## config.mk

```make
export PLATFORM = sky130hd
export DESIGN_NAME = adc_link_master
export DESIGN_NICKNAME = d
export VERILOG_FILES = /design/src/rtl/adc_link_pkg.sv /design/src/rtl/adc_link_datapath.sv /design/src/rtl/adc_link_control.sv /design/src/rtl/adc_link_master.sv
export SDC_FILE = /design/constraint.sdc
export NUM_CORES = 1
export LEC_CHECK = 0
export BUFFER_PORTS_ARGS = -buffer_cell sky130_fd_sc_hd__buf_2
export CAP_MARGIN = 20
export CORE_UTILIZATION = 60
export DETAILED_ROUTE_END_ITERATION = 10
export PLACE_DENSITY = 0.84
export SLEW_MARGIN = 10
export SYNTH_ARGS = -nofsm -noshare
export SYNTH_HDL_FRONTEND = slang
export SYNTH_SLANG_ARGS = --single-unit
```

## constraint.sdc

```tcl
create_clock -name clk -period 3.9 [get_ports clk]
set_input_delay 1.17 -clock clk [delete_from_list [all_inputs] [get_ports clk]]
set_output_delay 1.17 -clock clk [all_outputs]
set_load 0.02 [all_outputs]
```

## src/rtl/adc_link_pkg.sv

```systemverilog
package adc_link_pkg;

  typedef enum logic [1:0] {
    ST_IDLE,
    ST_XFER,
    ST_TAIL,
    ST_GAP
  } linkState_t;

  // strobes from control to datapath, one cycle each
  typedef struct packed {
    logic load;     // latch code, clear capture register
    logic shiftTx;  // advance the outgoing address bit
    logic capture;  // shift one received bit in
    logic finish;   // latch result and error
  } linkStrobe_t;

endpackage

```

## src/rtl/adc_link_datapath.sv

```systemverilog
module adc_link_datapath
  import adc_link_pkg::*;
#(
  parameter int HALF_DIV = 100,
  parameter int RES_BITS = 8
) (
  input  logic                clk,
  input  logic                rstN,
  input  logic                runClk,
  input  linkStrobe_t         strobe,
  input  logic [1:0]          reqCode,
  input  logic                sdaIn,
  output logic                sclk,
  output logic                riseTick,
  output logic                fallTick,
  output logic                sdaOut,
  output logic [RES_BITS-1:0] resData,
  output logic                resErr
);

  localparam int CNT_W = (HALF_DIV > 2) ? $clog2(HALF_DIV) : 1;
  localparam int RX_W  = 2 * RES_BITS;

  logic [CNT_W-1:0] divCnt;
  logic             sclkReg;
  logic             divWrap;
  logic [2:0]       txReg;
  logic [RX_W-1:0]  rxReg;
  logic             copyMismatch;

  // serial clock divider: toggles every HALF_DIV system clocks
  assign divWrap  = (divCnt == CNT_W'(HALF_DIV - 1));
  assign riseTick = runClk && divWrap && !sclkReg;
  assign fallTick = runClk && divWrap && sclkReg;
  assign sclk     = sclkReg;

  always_ff @(posedge clk) begin
    if (!rstN || !runClk) begin
      divCnt  <= '0;
      sclkReg <= 1'b0;
    end else if (divWrap) begin
      divCnt  <= '0;
      sclkReg <= ~sclkReg;
    end else begin
      divCnt <= divCnt + 1'b1;
    end
  end

  // outgoing address: start marker, then the two code bits
  always_ff @(posedge clk) begin
    if (!rstN) begin
      txReg <= '0;
    end else if (strobe.load) begin
      txReg <= {1'b1, reqCode};
    end else if (strobe.shiftTx) begin
      txReg <= {txReg[1:0], 1'b0};
    end
  end

  assign sdaOut = txReg[2];

  // incoming reply: settle bit, MSB-first copy, LSB-first tail
  always_ff @(posedge clk) begin
    if (!rstN || strobe.load) begin
      rxReg <= '0;
    end else if (strobe.capture) begin
      rxReg <= {rxReg[RX_W-2:0], sdaIn};
    end
  end

  // bit k of the first copy sits at RES_BITS-1+k, the mirrored one at RES_BITS-1-k
  always_comb begin
    copyMismatch = 1'b0;
    for (int k = 1; k < RES_BITS; k++) begin
      if (rxReg[RES_BITS-1+k] != rxReg[RES_BITS-1-k]) begin
        copyMismatch = 1'b1;
      end
    end
  end

  always_ff @(posedge clk) begin
    if (!rstN) begin
      resData <= '0;
      resErr  <= 1'b0;
    end else if (strobe.finish) begin
      resData <= rxReg[RX_W-2:RES_BITS-1];
      resErr  <= rxReg[RX_W-1] | copyMismatch;
    end
  end

  AST_TX_ON_FALL: assert property (@(posedge clk) disable iff (!rstN)
    !$stable(sdaOut) |-> $past(fallTick || strobe.load));

  AST_TICK_PHASE: assert property (@(posedge clk) disable iff (!rstN)
    riseTick |=> sclk);

endmodule

```

## src/rtl/adc_link_control.sv

```systemverilog
module adc_link_control
  import adc_link_pkg::*;
#(
  parameter int HALF_DIV = 100,
  parameter int RES_BITS = 8
) (
  input  logic        clk,
  input  logic        rstN,
  input  logic        reqValid,
  output logic        reqReady,
  input  logic        riseTick,
  input  logic        fallTick,
  output logic        runClk,
  output logic        csN,
  output logic        sdaOe,
  output logic        resValid,
  output linkStrobe_t strobe
);

  localparam int ADDR_BITS = 3;
  localparam int LAST_EDGE = ADDR_BITS + 2 * RES_BITS;
  localparam int EDGE_W    = $clog2(LAST_EDGE + 1);
  localparam int GAP_LEN   = 2 * HALF_DIV;
  localparam int GAP_W     = $clog2(GAP_LEN);

  linkState_t         state;
  logic [EDGE_W-1:0]  edgeCnt;
  logic [GAP_W-1:0]   gapCnt;

  assign reqReady = (state == ST_IDLE);

  always_comb begin
    strobe         = '0;
    strobe.load    = (state == ST_IDLE) && reqValid;
    strobe.shiftTx = (state == ST_XFER) && fallTick && (edgeCnt < EDGE_W'(ADDR_BITS));
    strobe.capture = (state == ST_XFER) && riseTick && (edgeCnt >= EDGE_W'(ADDR_BITS));
    strobe.finish  = (state == ST_TAIL) && fallTick;
  end

  always_ff @(posedge clk) begin
    if (!rstN) begin
      state    <= ST_IDLE;
      edgeCnt  <= '0;
      gapCnt   <= '0;
      runClk   <= 1'b0;
      csN      <= 1'b1;
      sdaOe    <= 1'b0;
      resValid <= 1'b0;
    end else begin
      resValid <= 1'b0;
      case (state)
        ST_IDLE: begin
          if (reqValid) begin
            state   <= ST_XFER;
            edgeCnt <= '0;
            csN     <= 1'b0;
            sdaOe   <= 1'b1;
            runClk  <= 1'b1;
          end
        end
        ST_XFER: begin
          if (riseTick) begin
            edgeCnt <= edgeCnt + 1'b1;
            if (edgeCnt == EDGE_W'(LAST_EDGE - 1)) begin
              state <= ST_TAIL;
            end
          end
          if (fallTick && (edgeCnt == EDGE_W'(ADDR_BITS))) begin
            sdaOe <= 1'b0;
          end
        end
        ST_TAIL: begin
          if (fallTick) begin
            state    <= ST_GAP;
            csN      <= 1'b1;
            runClk   <= 1'b0;
            resValid <= 1'b1;
            gapCnt   <= '0;
          end
        end
        default: begin
          gapCnt <= gapCnt + 1'b1;
          if (gapCnt == GAP_W'(GAP_LEN - 1)) begin
            state <= ST_IDLE;
          end
        end
      endcase
    end
  end

  AST_ACCEPT_IDLE: assert property (@(posedge clk) disable iff (!rstN)
    $fell(csN) |-> $past(reqValid && reqReady));

  AST_WIRE_RELEASED: assert property (@(posedge clk) disable iff (!rstN)
    (edgeCnt > EDGE_W'(ADDR_BITS)) |-> !sdaOe);

  AST_VALID_PULSE: assert property (@(posedge clk) disable iff (!rstN)
    resValid |=> !resValid);

  AST_READY_CS_HIGH: assert property (@(posedge clk) disable iff (!rstN)
    reqReady |-> csN);

endmodule

```

## src/rtl/adc_link_master.sv

```systemverilog
module adc_link_master
  import adc_link_pkg::*;
#(
  parameter int HALF_DIV = 100,
  parameter int RES_BITS = 8
) (
  input  logic                clk,
  input  logic                rstN,
  input  logic                reqValid,
  input  logic [1:0]          reqCode,
  output logic                reqReady,
  output logic                sclk,
  output logic                csN,
  output logic                sdaOut,
  output logic                sdaOe,
  input  logic                sdaIn,
  output logic                resValid,
  output logic [RES_BITS-1:0] resData,
  output logic                resErr
);

  linkStrobe_t strobe;
  logic        runClk;
  logic        riseTick;
  logic        fallTick;

  adc_link_control #(.HALF_DIV(HALF_DIV), .RES_BITS(RES_BITS)) uCtl (
    .clk      (clk),
    .rstN     (rstN),
    .reqValid (reqValid),
    .reqReady (reqReady),
    .riseTick (riseTick),
    .fallTick (fallTick),
    .runClk   (runClk),
    .csN      (csN),
    .sdaOe    (sdaOe),
    .resValid (resValid),
    .strobe   (strobe)
  );

  adc_link_datapath #(.HALF_DIV(HALF_DIV), .RES_BITS(RES_BITS)) uDp (
    .clk      (clk),
    .rstN     (rstN),
    .runClk   (runClk),
    .strobe   (strobe),
    .reqCode  (reqCode),
    .sdaIn    (sdaIn),
    .sclk     (sclk),
    .riseTick (riseTick),
    .fallTick (fallTick),
    .sdaOut   (sdaOut),
    .resData  (resData),
    .resErr   (resErr)
  );

  AST_SCLK_NEEDS_CS: assert property (@(posedge clk) disable iff (!rstN)
    sclk |-> !csN);

  AST_VALID_CS_UP: assert property (@(posedge clk) disable iff (!rstN)
    resValid |-> csN);

endmodule

```

* Word level (Yosys, flattened, before mapping) *
Index checks and enable logic that the tools add are counted.

storage, ports and cells
  register bits after elaboration = 55
  input port bits = 6
  output and inout port bits = 15
  word-level logic and storage cells = 96

operators by class
  add/sub/neg operators = 3
  $lt $le $gt $ge = 2
  eq/ne operators = 18
  multiplexer cells = 29
  bitwise gates (word level) = 3
  reduce and logical (&&, ||, !) cells = 28

operators by type and width
  kind                 number
  $pmux 8 s2           1
  $mux 1               13
  $logic_and 1x1->1    10
  $mux 2               5
  $mux 5               2
  $pmux 5 s2           1
  $reduce_and 3->1     3
  $add 8x1->8 const B  1
  $eq 8x8->1 const B   1
  $mux 8               1
  $add 7x1->7 const B  1
  $eq 7x7->1 const B   1
  $ne 1x1->1           7
  $mux 3               2
  $ne 2x2->1 const B   3
  $pmux 1 s2           3
  $pmux 2 s3           1
  $reduce_bool 2->1    3
  $add 5x1->5 const B  1
  $eq 5x2->1 const B   1
  $eq 5x5->1 const B   1
  $ge 5x2->1 const B   1
  $lt 5x2->1 const B   1
  $reduce_and 5->1     1
  other kinds (11)     18

* Longest topological paths before layout *
Gate-level depths: netlist (run 1).

  depth in word-level cells = 9
  mapped depth = 8
  gate-level depth less buffers = 6

* Cells and area by module *
Synthesis (run 1) repeated with hierarchy kept, for this count alone.

second synthesis, totals
  cells, all modules = 267
  area total of the unflattened synthesis = 2507.4 um^2

modules (own cells, without submodules)
  module             instances  cells an instance  area each (um^2)  seq. area each (um^2)
  adc_link_datapath  1          144                1482.7            720.7
  adc_link_control   1          123                1024.7            380.4

* Worst setup path after synthesis (run 1) *
No wires, ideal clock.

  kind = input to register
  from = in reqValid
  to = reg uCtl.edgeCnt[3]
  library setup time = 0.070 ns
  arrival = 2.058 ns
  required time = 3.830 ns
  path slack = 1.772 ns
  stages on the path = 4
  path buffers = 0
  cell sequence = nand2b_1 nand2_1 or4_1 a21oi_1

on the way
  longest elaborated chain between the ends = 2

ends and longest elaborated chain
  what                               RTL line                text
  start, declared                    adc_link_master.sv:9    input logic reqValid,
  $ne 2x2->1 (no source line)        --
  $reduce_and 3->1 (no source line)  --
  end signal, assigned               adc_link_control.sv:63  edgeCnt <= edgeCnt + 1'b1;
  end, declared                      adc_link_control.sv:27  logic [EDGE_W-1:0] edgeCnt;

Every way passes these cells.
A chain may end at the register's enable or synchronous reset.

* Worst setup path after layout (run 1) *
  from = reg uCtl.state[0]
  to = out reqReady

on the way
  longest elaborated chain between the ends = 1

ends and longest elaborated chain
  what                    RTL line                text
  start, declared         adc_link_control.sv:26  linkState_t state;
  start signal, assigned  adc_link_control.sv:42  state <= ST_IDLE;
  start signal, assigned  adc_link_control.sv:54  state <= ST_XFER;
  start signal, assigned  adc_link_control.sv:65  state <= ST_TAIL;
  $logic_not 2->1         adc_link_control.sv:30  assign reqReady = (state == ST_IDLE);
  end, declared           adc_link_master.sv:11   output logic reqReady,

Every way passes these cells.

==> metrics.txt, run 1 <==
Global Route Usage Sum=about a quarter; XOR/XNOR Fraction of Synth Area=4.610%; first-iteration detailed-routing DRC count=83; vias in the first global route=1,778; Pint=892.1 uW; Yosys top cell by area=dfxtp_1; synth unique cells=43; Mapped Nets=282; post-synthesis compound-gate area fraction=13.37%; layout cell share with drive strength beyond 1=12.59%; worst vdd ir=about 0.39 mV; initial antenna violation count=0; FFs w/ async S/R, synth=0%; Clock Sink Count=55; H-tree levels=2; HPWL after DPL=3268 um; Crit Path Class=reg2out; Clock Power Share=27.6%; Worst Path Required=2.73 ns; Mapped Area=2470 sq um; flip-flop and latch count after synthesis=55; simple-gate share of the synthesized area=22.34%; Clock Tree Root=clkbuf_8; unrepaired setup endpoints after global routing=false; measured slew at the worst slew-check pin=a little over 0.7 ns; # rows=22; critical path peak fanout=9; mux cell area share after synthesis=8.105%; largest family of logic cells by synthesized area=simple AND/OR/NAND/NOR gates; relative slew slack=52.03%; CTS tree=yes; Worst Skew=0.006488 ns; cell area after layout=2674 sq um; commonest cells in the netlist=dfxtp_1, nor2_1, nand2_1, a21oi_1, mux2i_1; switching share of power=31.91%; post-CTS sizing=0; final wirelength=4733 um; Mean Syn Cell Area=between 9 and 10 sq um; P&R area growth vs syn=8.257%; Total Power=~1.3 mW; Main synth FF type=dfxtp_1; io pins=21; port bufs=20; Max-cap violations=0; CTS buffer count=5; Inst Count DP=327; most frequent cell after synthesis=dfxtp_1; post-synthesis sequential area ratio=44.58%; Ys Warns=0; Total Nets Final=299; crit share post-route=a little over three fifths; GP Congestion=0.8336; DR DRC count=0; Congestion Overflow GR=0; synth top area cells=dfxtp_1, mux2i_1, a21oi_1; Initial Utilization=between 60% and 70%; post-synth top area share=44.58%; Placeable Area=around 3800 sq um; Worst EP arrival=1.30 ns; Final Hold Vio Count=0; final setup fails=0; final setup TNS=0 ns; Comb power frac=23.8%; Post-CTS Hold Fix Bufs=0; antenna viol nets, final=0; worst-skew pair later-pin latency=just over 0.3 ns; Vias=1,986; Adder-Cell Fraction of Synth Area=under 10%; dpl cell area=2571 sq um; die area=4377 sq um; Die H=66.16 um; Clk pin slew, worst setup/hold paths=0.09 ns; pwr dens=between 400 and 500 nW/um^2; Sw Pwr=418.1 uW; max-slew violations=0; status=complete, no violations; first-pass GRT wire length=around 8000 um; first drt pass iteration count=4; Static Leak=around 1.2 nW; drt wl/cell=14.17 um; CP endpoint kind=output port; startpoint types=flop; largest net degree at the start of global routing=17; cell count after synthesis=269; Via density=5.946; CTS Buffer Depth=2; postcts setup bufs=0; Die Wd=66.16 um; Hold Path Class=reg2reg; Layout Cells excl Fill=334; min Tclk post-route=2.467 ns; fin util=70.39%; sequential group share of total power=48.6%; Post-synth EDFFs=0; Achievable Freq=405.4 MHz; n_diodes=0
-- stage by stage --
stage | hold WS (ns) | setup slack, ns
5_1_grt | 0.4747 | 1.351
4_1_cts | 0.4482 | 1.444
3_5_place_dp | 0.4346 | 1.511
6_report | 0.4462 | 1.433
2_1_floorplan | 0.4132 | 1.772
3_3_place_gp | 0.4263 | 1.550
-- registers in the layout, summed over array words and instances, names as in the netlist --
signal / cells
uDp.txReg: 3
uDp.resData: 8
uCtl.csN: 1
uCtl.sdaOe: 1
uCtl.gapCnt: 8
uCtl.edgeCnt: 5
uDp.resErr: 1
uCtl.resValid: 1
uCtl.state: 2
uCtl.runClk: 1
uDp.rxReg: 16
uDp.divCnt: 7
uDp.sclk: 1
-- final timing paths --
kind	startpoint	end	slack, ns	cells past startpoint
min reg2reg	uDp.divCnt[0]	uDp.divCnt[0]	0.45	1
max reg2reg	uCtl.state[0]	uCtl.edgeCnt[4]	1.70	6
min	uDp.divCnt[0]	uDp.divCnt[0]	0.45	1
max	uCtl.state[0]	reqReady	1.43	3
-- critical path, cell delays in order (launching register included) --
cell,delay [ns]
dfxtp_1,0.34
inv_1,0.08
ha_1,0.34
buf_2,0.23
-- layout by cell type, fill, tap and decap left out, types with 2 or more instances in the layout --
cell	synthesis	layout
xor2_1	9	9
nand3_1	12	12
dfxtp_1	55	55
clkbuf_8	0	5
or3_2	2	2
nand2_1	28	28
buf_2	2	20
o31ai_1	5	5
nor4_1	2	2
nor4bb_1	2	2
inv_1	7	7
or4_1	6	6
and3_1	4	4
mux2i_1	20	20
ha_1	7	7
nor2_1	29	29
xnor2_1	4	4
o21ai_0	14	14
nand4_1	3	3
a21oi_1	26	26
or3_1	4	4
-- layer usage --
layer  part of all wire (%)  vias up  wire, um  track usage, %
met5                      0        -         0               0
met4                    1.1        0        51           9.574
met3                    4.0        5       189           4.138
met2                     47       33      2237           38.90
met1                     48      963      2254           31.96
li1                       -      985         -               -
-- power groups by stage --
stage | combinational (mW) | clock, mW | sequential, mW
after floorplan | 0.243 | 0 | 0.647
after global placement | 0.297 | 0 | 0.645
after detailed placement | 0.308 | 0 | 0.647
after CTS | 0.309 | 0.366 | 0.634
after global routing | 0.347 | 0.388 | 0.641
final | 0.311 | 0.362 | 0.637
-- cells by family (layout without fill, tap and decap cells) --
logic type	count (synthesis)	count (layout)
AOI/OAI and AO/OA	54	54
and+or+nand+nor	103	103
buffers and inverters	17	34
adders and majority gates	7	7
DFF	55	55
muxes	20	20
xor gates and xnor gates	13	13
-- final cells by class --
cell class | instances | area [sq um]
Multi-Input combinational cell | 197 | 1284
Fill cell | 316 | 1125
Sequential cell | 55 | 1101
Timing Repair Buffer | 20 | 100.1
Clock buffer | 6 | 72.57
Tap cell | 48 | 60.06
Clock inverter | 1 | 30.03
Inverter | 7 | 26.28
(Power assumes the default switching activity.)
==> run 2: changes to the inputs <==
--- a/config.mk
+++ b/config.mk
@@ -7,9 +7,9 @@
 export LEC_CHECK = 0
 export BUFFER_PORTS_ARGS = -buffer_cell sky130_fd_sc_hd__buf_2
 export CAP_MARGIN = 20
-export CORE_UTILIZATION = 60
+export CORE_UTILIZATION = 53
 export DETAILED_ROUTE_END_ITERATION = 10
-export PLACE_DENSITY = 0.84
+export PLACE_DENSITY = 0.79
 export SLEW_MARGIN = 10
 export SYNTH_ARGS = -nofsm -noshare
 export SYNTH_HDL_FRONTEND = slang
==> constraint.sdc (replaced) <==
create_clock -name clk -period 2.2 [get_ports clk]
set_input_delay 0.66 -clock clk [delete_from_list [all_inputs] [get_ports clk]]
set_output_delay 0.66 -clock clk [all_outputs]
set_load 0.02 [all_outputs]
==> run 2 against run 1 <==
Net effect: wire length decreased by 1.5%; highest routed layer unchanged; sequential power grew 76%; via count shrank 1.6%.
==> metrics.txt, run 2 (synthesis results as in run 1) <==
status=complete, no violations (unchanged); io pins=21 (unchanged); met1 wire length=2284 um (was 2254 um); Fill cells=377 (was 316); DR DRC count=0 (unchanged); commonest cells after routing, fill and taps aside=dfxtp_1, nor2_1, nand2_1 (unchanged); Layout Cells excl Fill=343 (was 334); drt wl/cell=13.59 um (was 14.17 um); first drt pass iteration count=4 (unchanged); Hold Path Class=reg2reg (unchanged); initial antenna violation count=0 (unchanged); Worst Path Required=1.54 ns (was 2.73 ns); Achievable Freq=515.7 MHz; Die Wd=70.27 um (was 66.16 um); Die H=70.27 um (was 66.16 um); highest routing layer actually used=met4 (unchanged); startpoint types=flop (unchanged); Placeable Area=4414 sq um (was 3799 sq um); measured slew at the worst slew-check pin=0.7074 ns (was 0.7121 ns); port bufs=20 (unchanged); post-CTS sizing=0 (unchanged); max reg flops=16 (unchanged); CTS buffer count=5 (unchanged); CTS tree=yes (unchanged); Clock Tree Root=clkbuf_8 (unchanged); worst vdd ir=0.5852 mV (was 0.3883 mV); Worst EP arrival=1.28 ns (was 1.30 ns); Total Nets Final=303 (was 299); worst-skew pair later-pin latency=0.31 ns (about the same); Worst Skew=0.008125 ns (was 0.006488 ns); Clk pin slew, worst setup/hold paths=0.09 ns (about the same); Vias=1,954 (was 1,986); die area=4937 sq um (was 4377 sq um); Clock Sink Count=55 (unchanged); # rows=24 (was 22); relative slew slack=52.82% (was 52.03%); postcts setup bufs=0 (unchanged); GP Congestion=0.8019 (was 0.8336); CP endpoint kind=output port (unchanged); layout cell share with drive strength beyond 1=14.78% (was 12.59%); Via density=5.697 (was 5.946); final setup TNS=0 ns (unchanged); max-slew violations=0 (unchanged); DR WL met3=150 um (was 189 um); CTS Buffer Depth=2 (unchanged); Congestion Overflow GR=0 (unchanged); final wirelength=4662 um (was 4733 um); most flop-heavy register=uDp.rxReg (unchanged); Total Power=2.358 mW (was 1.310 mW); HPWL after DPL=3368 um (was 3268 um); critical path peak fanout=8 (was 9); Initial Utilization=55.95% (was 65.02%); largest net degree at the start of global routing=19 (was 17); pwr dens=866.5 nW/um^2 (was 490.0 nW/um^2); min Tclk post-route=between 1.5 and 2 ns; largest registers=uDp.rxReg (16), uCtl.gapCnt (8), uDp.resData (8) (unchanged); first-pass GRT wire length=8079 um (was 7983 um); first-iteration detailed-routing DRC count=111 (was 83); Static Leak=1.185 nW (was 1.161 nW); final setup fails=0 (unchanged); most common cell after layout, fill and taps aside=dfxtp_1 (unchanged); n_diodes=0 (unchanged); antenna viol nets, final=0 (unchanged); vias in the first global route=1,826 (was 1,778); crit share post-route=88.14%; Final Hold Vio Count=0 (unchanged); Crit Path Class=reg2out (unchanged); H-tree levels=2 (unchanged); routed length on met2=2188 um (was 2237 um); Max-cap violations=0 (unchanged); unrepaired setup endpoints after global routing=false (unchanged); Global Route Usage Sum=20.28% (was 24.13%); Post-CTS Hold Fix Bufs=0 (unchanged); P&R area growth vs syn=10.18% (was 8.257%); Inst Count DP=335 (was 327)
run 2: cell count changes in the layout (fill, tap and decap cells not counted):
cell        previous run  this run
clkinvlp_4             0         1
inv_6                  0         1
or2_2                  0         1
clkbuf_1               1         0
or2_1                  1         0
buf_4                  0         4
run 2: critical path, cell delays in order (launching register included):
cell and delay (ns):
dfxtp_1 0.36, inv_1 0.07, ha_1 0.21, buf_4 0.17, buf_2 0.16
run 2: routing by layer:
layer | track usage [%] | vias up
met5 | 0 | -
met4 | 7.111 | 0
met3 | 4.473 | 4
met2 | 33.02 | 32
met1 | 26.37 | 924
li1 | - | 994
run 2: layout make-up:
type	count	area, sq um	area share, %
tap	52	65.06	2.391
multi-input combinational	197	1284	47.17
clock inverter	3	46.29	1.701
inverter	7	26.28	0.9655
sequential	55	1101	40.46
clock buffer	5	68.82	2.529
timing repair buffer	24	130.1	4.782
run 2: metrics by stage:
step,util [%],hold WS (ns),setup slack (ns),cell area [sq um]
finish,61.65,0.4488,0.2610,2721
global route,61.65,0.4826,0.09078,2721
CTS,61.65,0.4508,0.1327,2721
detailed placement,59.04,0.4367,0.1825,2606
global placement,59.04,0.4246,0.2880,2606
floorplan,-,0.4132,0.3304,2470
run 2: power breakdown:
part	total, mW	leakage, nW	internal, mW	switching (mW)
combinational	0.564	0.685	0.200	0.364
clock	0.675	0.0548	0.343	0.332
sequential	1.12	0.445	1.06	0.0582
run 2: path summary, 6_finish.rpt:
| path | slack (ns) | start | end | cells past startpoint |
|---|---|---|---|---|
| setup reg to reg | 0.27 | uCtl.state[0] | uCtl.edgeCnt[4] | 7 |
| hold reg to reg | 0.45 | uDp.divCnt[0] | uDp.divCnt[0] | 1 |
| hold / removal | 0.45 | uDp.divCnt[0] | uDp.divCnt[0] | 1 |
| setup / recovery | 0.26 | uCtl.state[0] | reqReady | 4 |
